**src/rtl/irq_prio_pkg.sv**
```systemverilog
// Shared defaults and types for the prioritized interrupt controller.
// Assumes one clock domain; every consumer takes its sizes as parameters.
package irq_prio_pkg;
    localparam int DEF_LINES    = 16;  // request lines
    localparam int DEF_NMI      = 4;   // lowest lines that no mask can block
    localparam int DEF_LATENCY  = 11;  // edges from recognition to vector
    localparam int DEF_OVERHEAD = 7;   // hold-off edges after an acknowledge

    // Dispatch engine state
    typedef enum logic [1:0] {
        DS_IDLE = 2'd0,
        DS_WAIT = 2'd1,
        DS_SHOW = 2'd2
    } disp_state_e;
endpackage

```
**src/rtl/irq_flag_bank.sv**
```systemverilog
// Pending flag bank: detects rising edges on the request lines and keeps
// one flag per line. Software masks, the acknowledge clear and the line-0
// wipe act on the flags. Line 0 is assumed to be the reset request.
module irq_flag_bank #(
    parameter int N = 16
) (
    input  logic         clk,
    input  logic         rst_n,
    input  logic [N-1:0] lines,
    input  logic [N-1:0] sw_set,
    input  logic [N-1:0] sw_clr,
    input  logic [N-1:0] ack_clr,
    output logic [N-1:0] pend,
    output logic         wipe
);
    localparam logic [N-1:0] ONLY_ZERO = N'(1);

    logic [N-1:0] lines_q;
    logic [N-1:0] rise;

    assign rise = lines & ~lines_q;
    assign wipe = rise[0];

    // Previous line levels, used for edge detection
    always_ff @(posedge clk) begin
        if (!rst_n) lines_q <= '0;
        else        lines_q <= lines;
    end

    // Flag update: a wipe keeps only line 0; otherwise clears apply first, then sets
    always_ff @(posedge clk) begin
        if (!rst_n)    pend <= '0;
        else if (wipe) pend <= ONLY_ZERO;
        else           pend <= (pend & ~sw_clr & ~ack_clr) | sw_set | rise;
    end


    sw_set_wins_chk: assert property (@(posedge clk) disable iff (!rst_n)
        (!wipe && (sw_set != '0)) |=> ((pend & $past(sw_set)) == $past(sw_set)));
endmodule

```
**src/rtl/irq_mask_regs.sv**
```systemverilog
// Enable register, global enable and per-line eligibility. The lowest NMI
// lines are always eligible when pending. Enable bits of those lines are
// held at zero. The global enable drops on every dispatch.
module irq_mask_regs #(
    parameter int N   = 16,
    parameter int NMI = 4
) (
    input  logic         clk,
    input  logic         rst_n,
    input  logic         wipe,
    input  logic         en_we,
    input  logic [N-1:0] en_wdata,
    input  logic         gie_set,
    input  logic         gie_clr,
    input  logic         launch,
    input  logic [N-1:0] pend,
    output logic [N-1:0] en,
    output logic         gie,
    output logic [N-1:0] elig
);
    localparam logic [N-1:0] WR_MASK = {{(N-NMI){1'b1}}, {NMI{1'b0}}};

    // Enable register: writable only above the fixed group
    always_ff @(posedge clk) begin
        if (!rst_n || wipe) en <= '0;
        else if (en_we)     en <= en_wdata & WR_MASK;
    end

    // Global enable: a dispatch or a clear wins over a set
    always_ff @(posedge clk) begin
        if (!rst_n || wipe)       gie <= 1'b0;
        else if (launch || gie_clr) gie <= 1'b0;
        else if (gie_set)         gie <= 1'b1;
    end

    // Eligibility per line, fixed group versus masked group
    for (genvar i = 0; i < N; i++) begin : g_elig
        if (i < NMI) begin : g_fixed
            assign elig[i] = pend[i];
        end else begin : g_masked
            assign elig[i] = pend[i] & en[i] & gie;
        end
    end
endmodule

```
**src/rtl/irq_prio_pick.sv**
```systemverilog
// Fixed-priority picker: reports whether any line is eligible and which
// eligible line has the lowest number. Purely combinational.
module irq_prio_pick #(
    parameter int N    = 16,
    parameter int ID_W = 4
) (
    input  logic [N-1:0]    elig,
    output logic            found,
    output logic [ID_W-1:0] pick
);
    // Scan from the top down so that the lowest set index is kept last
    always_comb begin
        found = 1'b0;
        pick  = '0;
        for (int i = N - 1; i >= 0; i--) begin
            if (elig[i]) begin
                found = 1'b1;
                pick  = ID_W'(i);
            end
        end
    end
endmodule

```
**src/rtl/irq_dispatch.sv**
```systemverilog
// Dispatch engine: recognizes a candidate only on even edges when idle and
// past the service hold-off. It waits LATENCY edges, then presents the
// vector until it is acknowledged. A wipe cancels everything in flight.
module irq_dispatch
    import irq_prio_pkg::*;
#(
    parameter int ID_W     = 4,
    parameter int LATENCY  = 11,
    parameter int OVERHEAD = 7
) (
    input  logic            clk,
    input  logic            rst_n,
    input  logic            wipe,
    input  logic            cand_valid,
    input  logic [ID_W-1:0] cand_id,
    input  logic            ack,
    output logic            vec_valid,
    output logic [ID_W-1:0] vec_id,
    output logic            launch,
    output logic            take
);
    localparam int LAT_W = $clog2(LATENCY + 1);
    localparam int GAP_W = $clog2(OVERHEAD + 1);

    disp_state_e      st;
    logic             phase;
    logic [LAT_W-1:0] lat_cnt;
    logic [GAP_W-1:0] gap_cnt;
    logic             rec;

    assign rec       = (st == DS_IDLE) && cand_valid && !phase && (gap_cnt == '0) && !wipe;
    assign launch    = (st == DS_WAIT) && (lat_cnt == '0) && !wipe;
    assign take      = (st == DS_SHOW) && ack && !wipe;
    assign vec_valid = (st == DS_SHOW);

    // Recognition cadence: slot open on every other edge after reset
    always_ff @(posedge clk) begin
        if (!rst_n) phase <= 1'b0;
        else        phase <= ~phase;
    end

    // State, latency and hold-off counters
    always_ff @(posedge clk) begin
        if (!rst_n || wipe) begin
            st      <= DS_IDLE;
            lat_cnt <= '0;
            gap_cnt <= '0;
            if (!rst_n) vec_id <= '0;
        end else begin
            case (st)
                DS_IDLE: begin
                    if (rec) begin
                        st      <= DS_WAIT;
                        lat_cnt <= LAT_W'(LATENCY - 1);
                        vec_id  <= cand_id;
                    end else if (gap_cnt != '0) begin
                        gap_cnt <= gap_cnt - 1'b1;
                    end
                end
                DS_WAIT: begin
                    if (lat_cnt == '0) st <= DS_SHOW;
                    else               lat_cnt <= lat_cnt - 1'b1;
                end
                DS_SHOW: begin
                    if (ack) begin
                        st      <= DS_IDLE;
                        gap_cnt <= GAP_W'(OVERHEAD - 1);
                    end
                end
                default: st <= DS_IDLE;
            endcase
        end
    end


    cadence_gap_chk: assert property (@(posedge clk) disable iff (!rst_n)
        rec |=> !rec);


    vector_hold_chk: assert property (@(posedge clk) disable iff (!rst_n)
        (vec_valid && !ack && !wipe) |=> (vec_valid && $stable(vec_id)));


    holdoff_chk: assert property (@(posedge clk) disable iff (!rst_n)
        take |=> !rec);


    ack_drop_chk: assert property (@(posedge clk) disable iff (!rst_n)
        take |=> !vec_valid);
endmodule

```
**src/rtl/irq_prio_ctrl.sv**
```systemverilog
// Top of the prioritized interrupt controller. It connects the flag bank,
// the mask registers, the priority picker and the dispatch engine, and it
// keeps the core halt that a line-0 event raises. All inputs are assumed
// synchronous to clk.
module irq_prio_ctrl
    import irq_prio_pkg::*;
#(
    parameter int NUM_LINES = DEF_LINES,
    parameter int NMI_LINES = DEF_NMI,
    parameter int LATENCY   = DEF_LATENCY,
    parameter int OVERHEAD  = DEF_OVERHEAD,
    localparam int ID_W     = $clog2(NUM_LINES)
) (
    input  logic                 clk,
    input  logic                 rst_n,
    input  logic [NUM_LINES-1:0] irq_lines,
    input  logic                 en_we,
    input  logic [NUM_LINES-1:0] en_wdata,
    input  logic                 gie_set,
    input  logic                 gie_clr,
    input  logic [NUM_LINES-1:0] flag_set,
    input  logic [NUM_LINES-1:0] flag_clr,
    input  logic                 ack,
    output logic                 vec_valid,
    output logic [ID_W-1:0]      vec_id,
    output logic                 cpu_halt,
    output logic [NUM_LINES-1:0] pend_o,
    output logic [NUM_LINES-1:0] en_o,
    output logic                 gie_o
);
    localparam logic [NUM_LINES-1:0] ONLY_ZERO = NUM_LINES'(1);

    logic [NUM_LINES-1:0] pend, en, elig, ack_clr;
    logic                 gie, wipe, found, launch, take;
    logic [ID_W-1:0]      pick;

    assign ack_clr = take ? (ONLY_ZERO << vec_id) : '0;

    irq_flag_bank #(.N(NUM_LINES)) u_flags (
        .clk(clk), .rst_n(rst_n), .lines(irq_lines), .sw_set(flag_set),
        .sw_clr(flag_clr), .ack_clr(ack_clr), .pend(pend), .wipe(wipe)
    );

    irq_mask_regs #(.N(NUM_LINES), .NMI(NMI_LINES)) u_mask (
        .clk(clk), .rst_n(rst_n), .wipe(wipe), .en_we(en_we), .en_wdata(en_wdata),
        .gie_set(gie_set), .gie_clr(gie_clr), .launch(launch), .pend(pend),
        .en(en), .gie(gie), .elig(elig)
    );

    irq_prio_pick #(.N(NUM_LINES), .ID_W(ID_W)) u_pick (
        .elig(elig), .found(found), .pick(pick)
    );

    irq_dispatch #(.ID_W(ID_W), .LATENCY(LATENCY), .OVERHEAD(OVERHEAD)) u_disp (
        .clk(clk), .rst_n(rst_n), .wipe(wipe), .cand_valid(found), .cand_id(pick),
        .ack(ack), .vec_valid(vec_valid), .vec_id(vec_id), .launch(launch), .take(take)
    );

    // Core halt: raised by a line-0 event, released when vector 0 is acknowledged
    always_ff @(posedge clk) begin
        if (!rst_n)                        cpu_halt <= 1'b0;
        else if (wipe)                     cpu_halt <= 1'b1;
        else if (take && (vec_id == '0))   cpu_halt <= 1'b0;
    end

    assign pend_o = pend;
    assign en_o   = en;
    assign gie_o  = gie;


    wipe_state_chk: assert property (@(posedge clk) disable iff (!rst_n)
        wipe |=> ((pend == ONLY_ZERO) && (en == '0) && !gie && !vec_valid && cpu_halt));


    gie_drop_chk: assert property (@(posedge clk) disable iff (!rst_n)
        $rose(vec_valid) |-> !gie);
endmodule

```
**config.mk**
```make
export PLATFORM = sky130hd
export DESIGN_NAME = irq_prio_ctrl
export DESIGN_NICKNAME = d
export VERILOG_FILES = /design/src/rtl/irq_prio_pkg.sv /design/src/rtl/irq_flag_bank.sv /design/src/rtl/irq_mask_regs.sv /design/src/rtl/irq_prio_pick.sv /design/src/rtl/irq_dispatch.sv /design/src/rtl/irq_prio_ctrl.sv
export SDC_FILE = /design/constraint.sdc
export NUM_CORES = 1
export LEC_CHECK = 0
export BUFFER_PORTS_ARGS = -buffer_cell sky130_fd_sc_hd__clkbuf_2
export CAP_MARGIN = 40
export CORE_MARGIN = 4
export CORE_UTILIZATION = 45
export CTS_CLUSTER_SIZE = 12
export DETAILED_ROUTE_END_ITERATION = 8
export GPL_TIMING_DRIVEN = 0
export PLACE_DENSITY_LB_ADDON = 0.2
export SLEW_MARGIN = 20
export SYNTH_ARGS = -nofsm -noshare
export SYNTH_HDL_FRONTEND = slang
export SYNTH_HIERARCHICAL = 1
export SYNTH_SLANG_ARGS = --single-unit
```
**constraint.sdc**
```tcl
create_clock -name clk -period 2.85 [get_ports clk]
set_clock_uncertainty 0.2 [all_clocks]
set_input_delay 0.1425 -clock clk [delete_from_list [all_inputs] [get_ports clk]]
set_output_delay 0.1425 -clock clk [all_outputs]
set_load 0.005 [all_outputs]
```
==> impl_metrics.env, run 1 <==
export IMPL_ir_drop_mv=0.366
export IMPL_path_cells="clkbuf_2 > nand3b_1 > nor2_4 > or3b_4 > nor3_1 > nor3b_1 > o31a_1 > dlygate4sd3_1"
export IMPL_swShare_pct=28.2
export IMPL_syn_area_per_cell_um2=9.42
export IMPL_ys_seq_area_share_pct=43.9
export IMPL_min_path_type="in -> reg"
export IMPL_synthesis_area_um2=2830
export IMPL_synth_most_common_cell="dfxtp_1"
export IMPL_drc=0
export IMPL_power_density_nw_per_um2=568
export IMPL_ys_warn_count=6
export IMPL_ant_nets=0
export IMPL_avgViaCountPerCell=5.14
export IMPL_die_h_um=87.3
export IMPL_grt_pass1_wl_um=13000
export IMPL_synth_top_area_share_pct=39.7
export IMPL_ios=109
export IMPL_cp_startpoint="u_disp/st[0]$_SDFFE_PP0P_"
export IMPL_gp_congestion=0.816
export IMPL_totalWireLength_um=8160
export IMPL_post_route_period_util_pct=94.5
export IMPL_wire_per_inst_um=15.0
export IMPL_yosysTopAreaCell="dfxtp_1"
export IMPL_r2r_start="u_disp/st[0]$_SDFFE_PP0P_"
export IMPL_hold_violations=0
export IMPL_clkSinkCount=60
export IMPL_ys_ff_latch=60
export IMPL_placed_area_um2=3430
export IMPL_grt_pass1_vias=2843
export IMPL_setup_worst_path_end_class="flip-flop"
export IMPL_post_cts_buffers=0
export IMPL_vias=2795
export IMPL_die_x_um=87.3
export IMPL_postSynthCellCount=300
export IMPL_synth_main_ff_cell="dfxtp_1"
export IMPL_synthArstFlopShare_pct=0
export IMPL_drive_gt1_share_pct=31.3
export IMPL_dr_pass1_iters=4
export IMPL_finalMaxSlewViolations=0
export IMPL_root_buffer="clkbuf_8"
export IMPL_finalSetupViolCount=0
export IMPL_clk_pin_slew_ns=0.07
export IMPL_synthTopCellsByArea="dfxtp_1 40%, nor2b_1 5.1%, nor2_1 4.9%"
export IMPL_intPower_mw=1.70
export IMPL_rsz0062_at_grt="no"
export IMPL_synth_edf_count=4
export IMPL_power_clock_fraction_pct=36.2
export IMPL_grt_ovfl_total=0
export IMPL_status="complete, no violations"
export IMPL_p_seq_share_pct=42.3
export IMPL_io_buffer_count=100
export IMPL_grt_max_degree=13
export IMPL_syn_to_final_growth_pct=47.2
export IMPL_clk_latency_ns=0.33
export IMPL_htree_levels=3
export IMPL_stdcell_area_um2=4160
export IMPL_n_antenna_cell=0
export IMPL_fin_tns_setup_ns=0
export IMPL_max_freq_mhz=371
export IMPL_hpwl_um=5810
export IMPL_crit_type="reg -> reg"
export IMPL_comb_power_share_pct=21.5
export IMPL_max_stage_delay_ns=0.55
export IMPL_cp_start_kind="flip-flop"
export IMPL_std_cell_rows=28
export IMPL_dr_first_iter_drc_count=136
export IMPL_path_max_fanout=10
export IMPL_arrival_ns=2.71
export IMPL_power_total_mw=2.37
export IMPL_synth_common_cells="56 x dfxtp_1, 37 x nor2_1, 23 x nor2b_1"
export IMPL_slowest_stage="dlygate4sd3_1"
export IMPL_die_area_um2=7610
export IMPL_cts_buffers=9
export IMPL_grt_use_total_pct=21.9
export IMPL_holdWs_ns=0.00377
export IMPL_drv_cap=0
export IMPL_cts_max_path_buffers=2
export IMPL_power_switching_mw=0.667
export IMPL_min_from="rst_n"
export IMPL_setup_slack_ns=0.156
export IMPL_core_area_um2=5990
export IMPL_antenna_found_initial=0
export IMPL_cts_tree="built"
export IMPL_fin_nets=537
export IMPL_p_leak_nw=1.94
export IMPL_pre_cts_ws_ns=0.524
export IMPL_synth_cell_type_count=50
export IMPL_fin_crit_ns=2.69
export IMPL_initial_core_util_pct=47.2
export IMPL_required_ns=2.87
==> per-stage QoR <==
step | std cells | util, %
final | 544 | 69.5
after global routing | 544 | 69.5
after CTS | 544 | 69.3
after detailed placement | 478 | 57.3
after global placement | 478 | 57.3
after floorplan | 303 | -
==> critical path, delay by kind of cell (launching register included) <==
family / cells / cell delay, ns
buf+inv: 2 / 0.73
simple gates: 5 / 1.08
compound gates: 1 / 0.23
flops: 1 / 0.34
==> worst paths after layout <==
check	end	slack, ns	depth (start not counted)
setup / recovery	u_flags/pend[0]$_SDFF_PN0_	0.16	8
setup reg to reg	u_flags/pend[0]$_SDFF_PN0_	0.16	8
hold reg to reg	u_disp/phase$_SDFF_PN0_	0.21	1
hold / removal	cpu_halt$_SDFFE_PN0P_	0.004	2
==> per-layer routing <==
layer	routed length [um]	global-route usage, %	vias to the layer above	share of wire [%]
li1	-	-	1388	-
met1	3410	27.3	1301	42
met2	4050	36.8	94	50
met3	560	4.82	12	6.9
met4	135	7.95	0	1.7
met5	0	0	-	0
==> layout by cell type, fill, tap and decap left out, types with 6 or more instances in the layout <==
cell           synthesis  final
nor2_1                37     36
clkbuf_2               1    101
dfxtp_1               56     56
and3_1                14     14
o311a_2                6      6
a21oi_1                7      7
nand2_1                9      9
dlygate4sd3_1          0     50
nor2b_1               23     23
o311a_1               10     10
and2_1                20     20
nand2b_1               6      6
buf_4                  8      8
nor3b_1               17     17
clkbuf_8               0      9
inv_1                  8      8
nor3_1                 8      8
mux2i_1               13     13
==> power by group through the flow <==
stage	combinational (mW)	sequential, mW	clock [mW]
global route	0.570	1.01	0.907
detailed placement	0.450	1.02	0
global placement	0.436	1.01	0
CTS	0.507	1.00	0.876
finish	0.508	1.00	0.857
floorplan	0.299	0.998	0
==> sequential cells by signal, summed over array words and instances, names as in the netlist <==
register / cells
cpu_halt: 1
u_disp/gap_cnt: 3
u_disp/lat_cnt: 4
u_disp/phase: 1
u_disp/st: 2
u_disp/vec_id: 4
u_flags/lines_q: 16
u_flags/pend: 16
u_mask/en: 12
u_mask/gie: 1
==> logic make-up (layout without fill, tap and decap cells) <==
family                   count (synthesis)  after routing  synth area share [%]
AO/OA/AOI/OAI                           40             40                  12.0
adder cells (fa/ha/maj)                  3              3                  1.33
AND/OR/NAND/NOR                        154            154                  31.6
other                                    1              4                 0.133
flip-flops                              60             60                  43.9
multiplexers                            14             14                  5.00
buffers and inverters                   28            194                  6.06
==> cell type report <==
| cell class | instances | area (um2) |
|---|---|---|
| buffer | 19 | 138 |
| fill | 502 | 1830 |
| tap | 75 | 93.8 |
| multi-input combinational | 215 | 1430 |
| sequential | 60 | 1240 |
| inverter | 9 | 33.8 |
| clock buffer | 9 | 124 |
| timing repair buffer | 150 | 1000 |
| clock inverter | 7 | 97.6 |
==> what timing repair did <==
| action | CTS | global route |
|---|---|---|
| setup endpoints to repair | 0 | 1 |
| gates resized for setup | 0 | 2 |
| endpoints found under the hold margin | 46 | 0 |
| hold buffers | 50 | 0 |
Power figures use the tool's default switching activity.
==> run 2: changes to the inputs <==
==> constraint.sdc (replaced) <==
create_clock -name clk -period 2.85 [get_ports clk]
set_clock_uncertainty 0.2 [all_clocks]
set_input_delay 0.57 -clock clk [delete_from_list [all_inputs] [get_ports clk]]
set_output_delay 0.57 -clock clk [all_outputs]
set_load 0.005 [all_outputs]
==> run 2 against run 1 <==
Against the previous run:
- maximum frequency up 17%
- global-route usage down 2.2 points
- wire length down 10%
- register-to-register slack better by 0.39 ns
- combinational power down 12%
- first-iteration DRC count down 27%
- critical path type unchanged
- critical endpoint is now u_disp/vec_id[3]$_SDFFCE_PP0P_
- largest cell class unchanged
==> impl_metrics.env, run 2 (synthesis results as in run 1) <==
export IMPL_status="complete, no violations"
export IMPL_max_stage_delay_ns=0.39
export IMPL_vias=2567
export IMPL_clkSinkCount=60
export IMPL_min_from="gie_clr"
export IMPL_post_cts_buffers=0
export IMPL_grt_max_degree=13
export IMPL_cts_resized=0
export IMPL_wire_per_inst_um=14.8
export IMPL_path_max_fanout=10
export IMPL_syn_to_final_growth_pct=29.3
export IMPL_holdWs_ns=0.208
export IMPL_antenna_found_initial=0
export IMPL_hold_violations=0
export IMPL_hpwl_um=5810
export IMPL_ir_drop_mv=0.412
export IMPL_n_antenna_cell=0
export IMPL_arrival_ns=2.13
export IMPL_max_freq_mhz=433
export IMPL_cts_max_path_buffers=2
export IMPL_required_ns=2.67
export IMPL_cp_top_family="simple AND/OR/NAND/NOR gates"
export IMPL_path_cells="clkbuf_1 > and3_1 > nor4_2 > and3_1 > nand4_1 > nand4_1 > nand2_1"
export IMPL_crit_buf_inv=1
export IMPL_fin_nets=487
export IMPL_cp_startpoint="u_mask/gie$_SDFFE_PP0P_"
export IMPL_rsz0062_at_grt="no"
export IMPL_ant_nets=0
export IMPL_drv_cap=0
export IMPL_n_fill_cell=561
export IMPL_die_x_um=87.3
export IMPL_htree_levels=3
export IMPL_cp_start_kind="flip-flop"
export IMPL_fin_crit_ns=2.31
export IMPL_slowest_stage="dfxtp_1"
export IMPL_root_buffer="clkbuf_8"
export IMPL_dr_pass1_iters=4
export IMPL_final_cell_mix="101 x clkbuf_2, 56 x dfxtp_1, 37 x nor2_1"
export IMPL_cts_tree="built"
export IMPL_die_h_um=87.3
export IMPL_post_route_period_util_pct=81.0
export IMPL_avgViaCountPerCell=5.20
export IMPL_power_density_nw_per_um2=632
export IMPL_finalSetupViolCount=0
export IMPL_p_leak_nw=1.74
export IMPL_grt_pass1_vias=2535
export IMPL_layout_commonest_cell="clkbuf_2"
export IMPL_fin_tns_setup_ns=0
export IMPL_initial_core_util_pct=47.2
export IMPL_drc=0
export IMPL_crit_type="reg -> reg"
export IMPL_finalMaxSlewViolations=0
export IMPL_std_cell_rows=28
export IMPL_grt_ovfl_total=0
export IMPL_clk_pin_slew_ns=0.07
export IMPL_io_buffer_count=100
export IMPL_die_area_um2=7610
export IMPL_hold_buffers=0
export IMPL_drive_gt1_share_pct=34.8
export IMPL_dr_first_iter_drc_count=99
export IMPL_utilization_pct=61.0
export IMPL_ios=109
export IMPL_r2r_start="u_mask/gie$_SDFFE_PP0P_"
export IMPL_power_total_mw=2.31
export IMPL_grt_use_total_pct=19.6
export IMPL_gp_congestion=0.816
export IMPL_core_area_um2=5990
export IMPL_cts_buffers=9
export IMPL_clk_latency_ns=0.33
export IMPL_grt_pass1_wl_um=11600
export IMPL_reg_top3="u_flags/lines_q (16), u_flags/pend (16), u_mask/en (12)"
export IMPL_totalWireLength_um=7320
export IMPL_min_path_type="in -> reg"
export IMPL_setup_worst_path_end_class="flip-flop"
[run 2: cell types whose count changed in the layout (fill, tap and decap cells not counted)]
cell	before	now
nor2_1	36	37
dlygate4sd3_1	50	0
nor2_4	1	0
[run 2: final timing paths]
kind	to	depth (start not counted)	slack, ns
worst min register to register	u_disp/phase$_SDFF_PN0_	1	0.22
worst min-delay path	u_mask/gie$_SDFFE_PP0P_	2	0.21
worst max register to register	u_disp/vec_id[3]$_SDFFCE_PP0P_	7	0.54
worst max-delay path	u_disp/vec_id[3]$_SDFFCE_PP0P_	7	0.54
[run 2: layout make-up]
cell class	instances	area, um2	share of cell area (%)
flip-flops and latches	60	1240	34.0
plain buffers	19	138	3.77
multi-input cells	215	1430	39.0
repair buffers	100	500	13.7
well taps	75	93.8	2.57
inverters	9	33.8	0.925
clock buffers	9	124	3.39
clock inverters	7	97.6	2.67
[run 2: worst register-to-register path: stages, from the launching register on]
cell and delay (ns):
dfxtp_1 0.39, clkbuf_1 0.28, and3_1 0.28, nor4_2 0.08, and3_1 0.20, nand4_1 0.12, nand4_1 0.22, nand2_1 0.25
[run 2: through the flow]
stage               instances  instance area [um2]  setup slack, ns
floorplan                 303                 2840            0.622
global placement          478                 3430            0.385
detailed placement        478                 3430            0.327
CTS                       494                 3650            0.527
global route              494                 3650            0.328
finish                    494                 3650            0.543
[run 2: per-layer routing]
| layer | vias to the layer above | track usage (%) | routed length [um] |
|---|---|---|---|
| li1 | 1287 | - | - |
| met1 | 1198 | 25.7 | 3220 |
| met2 | 74 | 31.2 | 3500 |
| met3 | 8 | 5.11 | 509 |
| met4 | 0 | 6.97 | 89 |
| met5 | - | 0 | 0 |
[run 2: report_power, final]
| part | switching [mW] | internal (mW) |
|---|---|---|
| Clock | 0.363 | 0.499 |
| Sequential | 0.0705 | 0.930 |
| Combinational | 0.224 | 0.224 |
| Total | 0.657 | 1.65 |
==> run 3: changes to the inputs <==
==> constraint.sdc (replaced) <==
create_clock -name clk -period 2.2 [get_ports clk]
set_clock_uncertainty 0.2 [all_clocks]
set_input_delay 0.44 -clock clk [delete_from_list [all_inputs] [get_ports clk]]
set_output_delay 0.44 -clock clk [all_outputs]
set_load 0.005 [all_outputs]
==> run 3 against run 2 <==
Against the previous run:
- worst hold slack lost 0.13 ns
- flip-flop and latch count is the same
- wire length grew 0.53%
- clock-buffer cell count is the same
- utilization grew 0.46 points
- maximum frequency grew 11%
- first-iteration DRC count grew 15%
- worst setup slack lost 0.43 ns
- via count grew 0.27%
- non-clock buffer count grew 1
==> impl_metrics.env, run 3 (synthesis results as in run 1) <==
export IMPL_status="complete, no violations"
export IMPL_p_leak_nw=1.75
export IMPL_slowest_stage="or3b_4"
export IMPL_reg_top3="u_flags/lines_q (16), u_flags/pend (16), u_mask/en (12)"
export IMPL_root_buffer="clkbuf_8"
export IMPL_wire_per_inst_um=14.9
export IMPL_dr_first_iter_drc_count=114
export IMPL_crit_type="reg -> reg"
export IMPL_ir_drop_mv=0.533
export IMPL_max_stage_delay_ns=0.43
export IMPL_layout_commonest_cell="clkbuf_2"
export IMPL_power_clock_fraction_pct=37.1
export IMPL_core_area_um2=5990
export IMPL_cp_start_kind="flip-flop"
export IMPL_grt_max_degree=13
export IMPL_hold_end="u_mask/gie$_SDFFE_PP0P_"
export IMPL_holdWs_ns=0.0786
export IMPL_power_density_nw_per_um2=818
export IMPL_swShare_pct=28.5
export IMPL_max_freq_mhz=479
export IMPL_n_antenna_cell=0
export IMPL_required_ns=2.22
export IMPL_htree_levels=3
export IMPL_std_cell_rows=28
export IMPL_gp_congestion=0.816
export IMPL_r2r_end="u_flags/pend[1]$_SDFF_PP0_"
export IMPL_cts_max_path_buffers=2
export IMPL_path_max_fanout=10
export IMPL_n_fill_cell=559
export IMPL_die_h_um=87.3
export IMPL_avgViaCountPerCell=5.20
export IMPL_finalMaxSlewViolations=0
export IMPL_dr_pass1_iters=4
export IMPL_fin_nets=488
export IMPL_min_from="gie_clr"
export IMPL_power_switching_mw=0.857
export IMPL_post_route_period_util_pct=94.9
export IMPL_rsz0062_at_grt="no"
export IMPL_rr_worst_depth=7
export IMPL_ios=109
export IMPL_grt_pass1_vias=2556
export IMPL_r2r_slack_ns=0.11
export IMPL_grt_use_total_pct=19.7
export IMPL_initial_core_util_pct=47.2
export IMPL_finalSetupViolCount=0
export IMPL_vias=2574
export IMPL_syn_to_final_growth_pct=30.2
export IMPL_intPower_mw=2.15
export IMPL_setup_worst_path_end_class="flip-flop"
export IMPL_clk_pin_slew_ns=0.07
export IMPL_stdcell_area_um2=3680
export IMPL_path_cells="buf_4 > nand3b_1 > nor2_2 > or3b_4 > nor2_1 > nor3b_1 > o311a_2"
export IMPL_hpwl_um=5810
export IMPL_placed_area_um2=3430
export IMPL_totalWireLength_um=7360
export IMPL_cts_buffers=9
export IMPL_clk_latency_ns=0.33
export IMPL_comb_power_share_pct=19.5
export IMPL_grt_pass1_wl_um=11700
export IMPL_die_area_um2=7610
export IMPL_die_x_um=87.3
export IMPL_r2r_start="u_disp/st[1]$_SDFFE_PP0P_"
export IMPL_whs_path_depth=2
export IMPL_drive_gt1_share_pct=36.2
export IMPL_antenna_found_initial=0
export IMPL_hold_violations=0
export IMPL_clkSinkCount=60
export IMPL_min_path_type="in -> reg"
export IMPL_final_cell_mix="100 x clkbuf_2, 55 x dfxtp_1, 36 x nor2_1"
export IMPL_io_buffer_count=100
export IMPL_cts_tree="built"
export IMPL_utilization_pct=61.4
export IMPL_ant_nets=0
export IMPL_grt_ovfl_total=0
export IMPL_drc=0
export IMPL_arrival_ns=2.10
export IMPL_p_seq_share_pct=43.5
export IMPL_fin_crit_ns=2.09
export IMPL_drv_cap=0
[run 3: changes by cell type in the layout (fill, tap and decap cells not counted), sizes merged]
cell    delta
clkbuf     -2
buf        +3
[run 3: worst max path at each step]
stage	endpoint	depth (start not counted)	slack (ns)	startpoint
2_1_floorplan	u_flags/pend[1]$_SDFF_PP0_	8	0.10	irq_lines[0]
3_3_place_gp	u_flags/pend[1]$_SDFF_PP0_	9	-0.13	irq_lines[0]
3_5_place_dp	u_flags/pend[1]$_SDFF_PP0_	9	-0.19	irq_lines[0]
4_1_cts	u_flags/pend[4]$_SDFF_PP0_	8	0.05	u_disp/st[0]$_SDFFE_PP0P_
5_1_grt	u_flags/pend[1]$_SDFF_PP0_	7	0.006	u_disp/st[1]$_SDFFE_PP0P_
6_report	u_flags/pend[1]$_SDFF_PP0_	7	0.11	u_disp/st[1]$_SDFFE_PP0P_
[run 3: area by class of cell]
class                   count  area (um2)  area share (%)
plain buffers              17         131            3.57
clock buffers               9         124            3.37
clock inverters             7        97.6            2.65
inverters                   9        33.8           0.918
multi-input cells         215        1440            39.0
flip-flops and latches     60        1240            33.8
well taps                  75        93.8            2.55
repair buffers            103         523            14.2
[run 3: power by group through the flow]
stage / sequential (mW) / combinational, mW / clock [mW]
2_1_floorplan: 1.29 / 0.388 / 0
3_3_place_gp: 1.31 / 0.565 / 0
3_5_place_dp: 1.32 / 0.583 / 0
4_1_cts: 1.30 / 0.598 / 1.13
5_1_grt: 1.32 / 0.662 / 1.18
6_report: 1.31 / 0.586 / 1.12
[run 3: worst max-delay path, delay by kind of cell (launching register included)]
kind                   cells  cell delay [ns]
AO/OA/AOI/OAI              1             0.36
flip-flops                 1             0.37
buffers and inverters      1             0.18
AND/OR/NAND/NOR            5             0.87
[run 3: per-stage QoR]
step | power (mW) | std cells | worst slack, ns | setup TNS [ns]
final | 3.01 | 495 | 0.113 | 0
after global routing | 3.16 | 495 | 0.00615 | 0
after CTS | 3.03 | 496 | 0.0450 | 0
after detailed placement | 1.90 | 478 | -0.193 | -1.22
after global placement | 1.88 | 478 | -0.135 | -0.713
after floorplan | 1.68 | 303 | 0.102 | 0
[run 3: metal layers]
| layer | vias to the layer above | part of all wire, % | track usage, % |
|---|---|---|---|
| li1 | 1288 | - | - |
| met1 | 1209 | 44 | 25.6 |
| met2 | 69 | 48 | 31.5 |
| met3 | 8 | 6.8 | 5.11 |
| met4 | 0 | 1.2 | 6.97 |
| met5 | - | 0 | 0 |
[run 3: repair_timing]
item | 4_1_cts | 5_1_grt
gates resized for setup | 2 | 5
hold buffers | 0 | 0
endpoints found under the setup margin | 6 | 15
buffers inserted | 2 | 1
pin swaps | 1 | 2
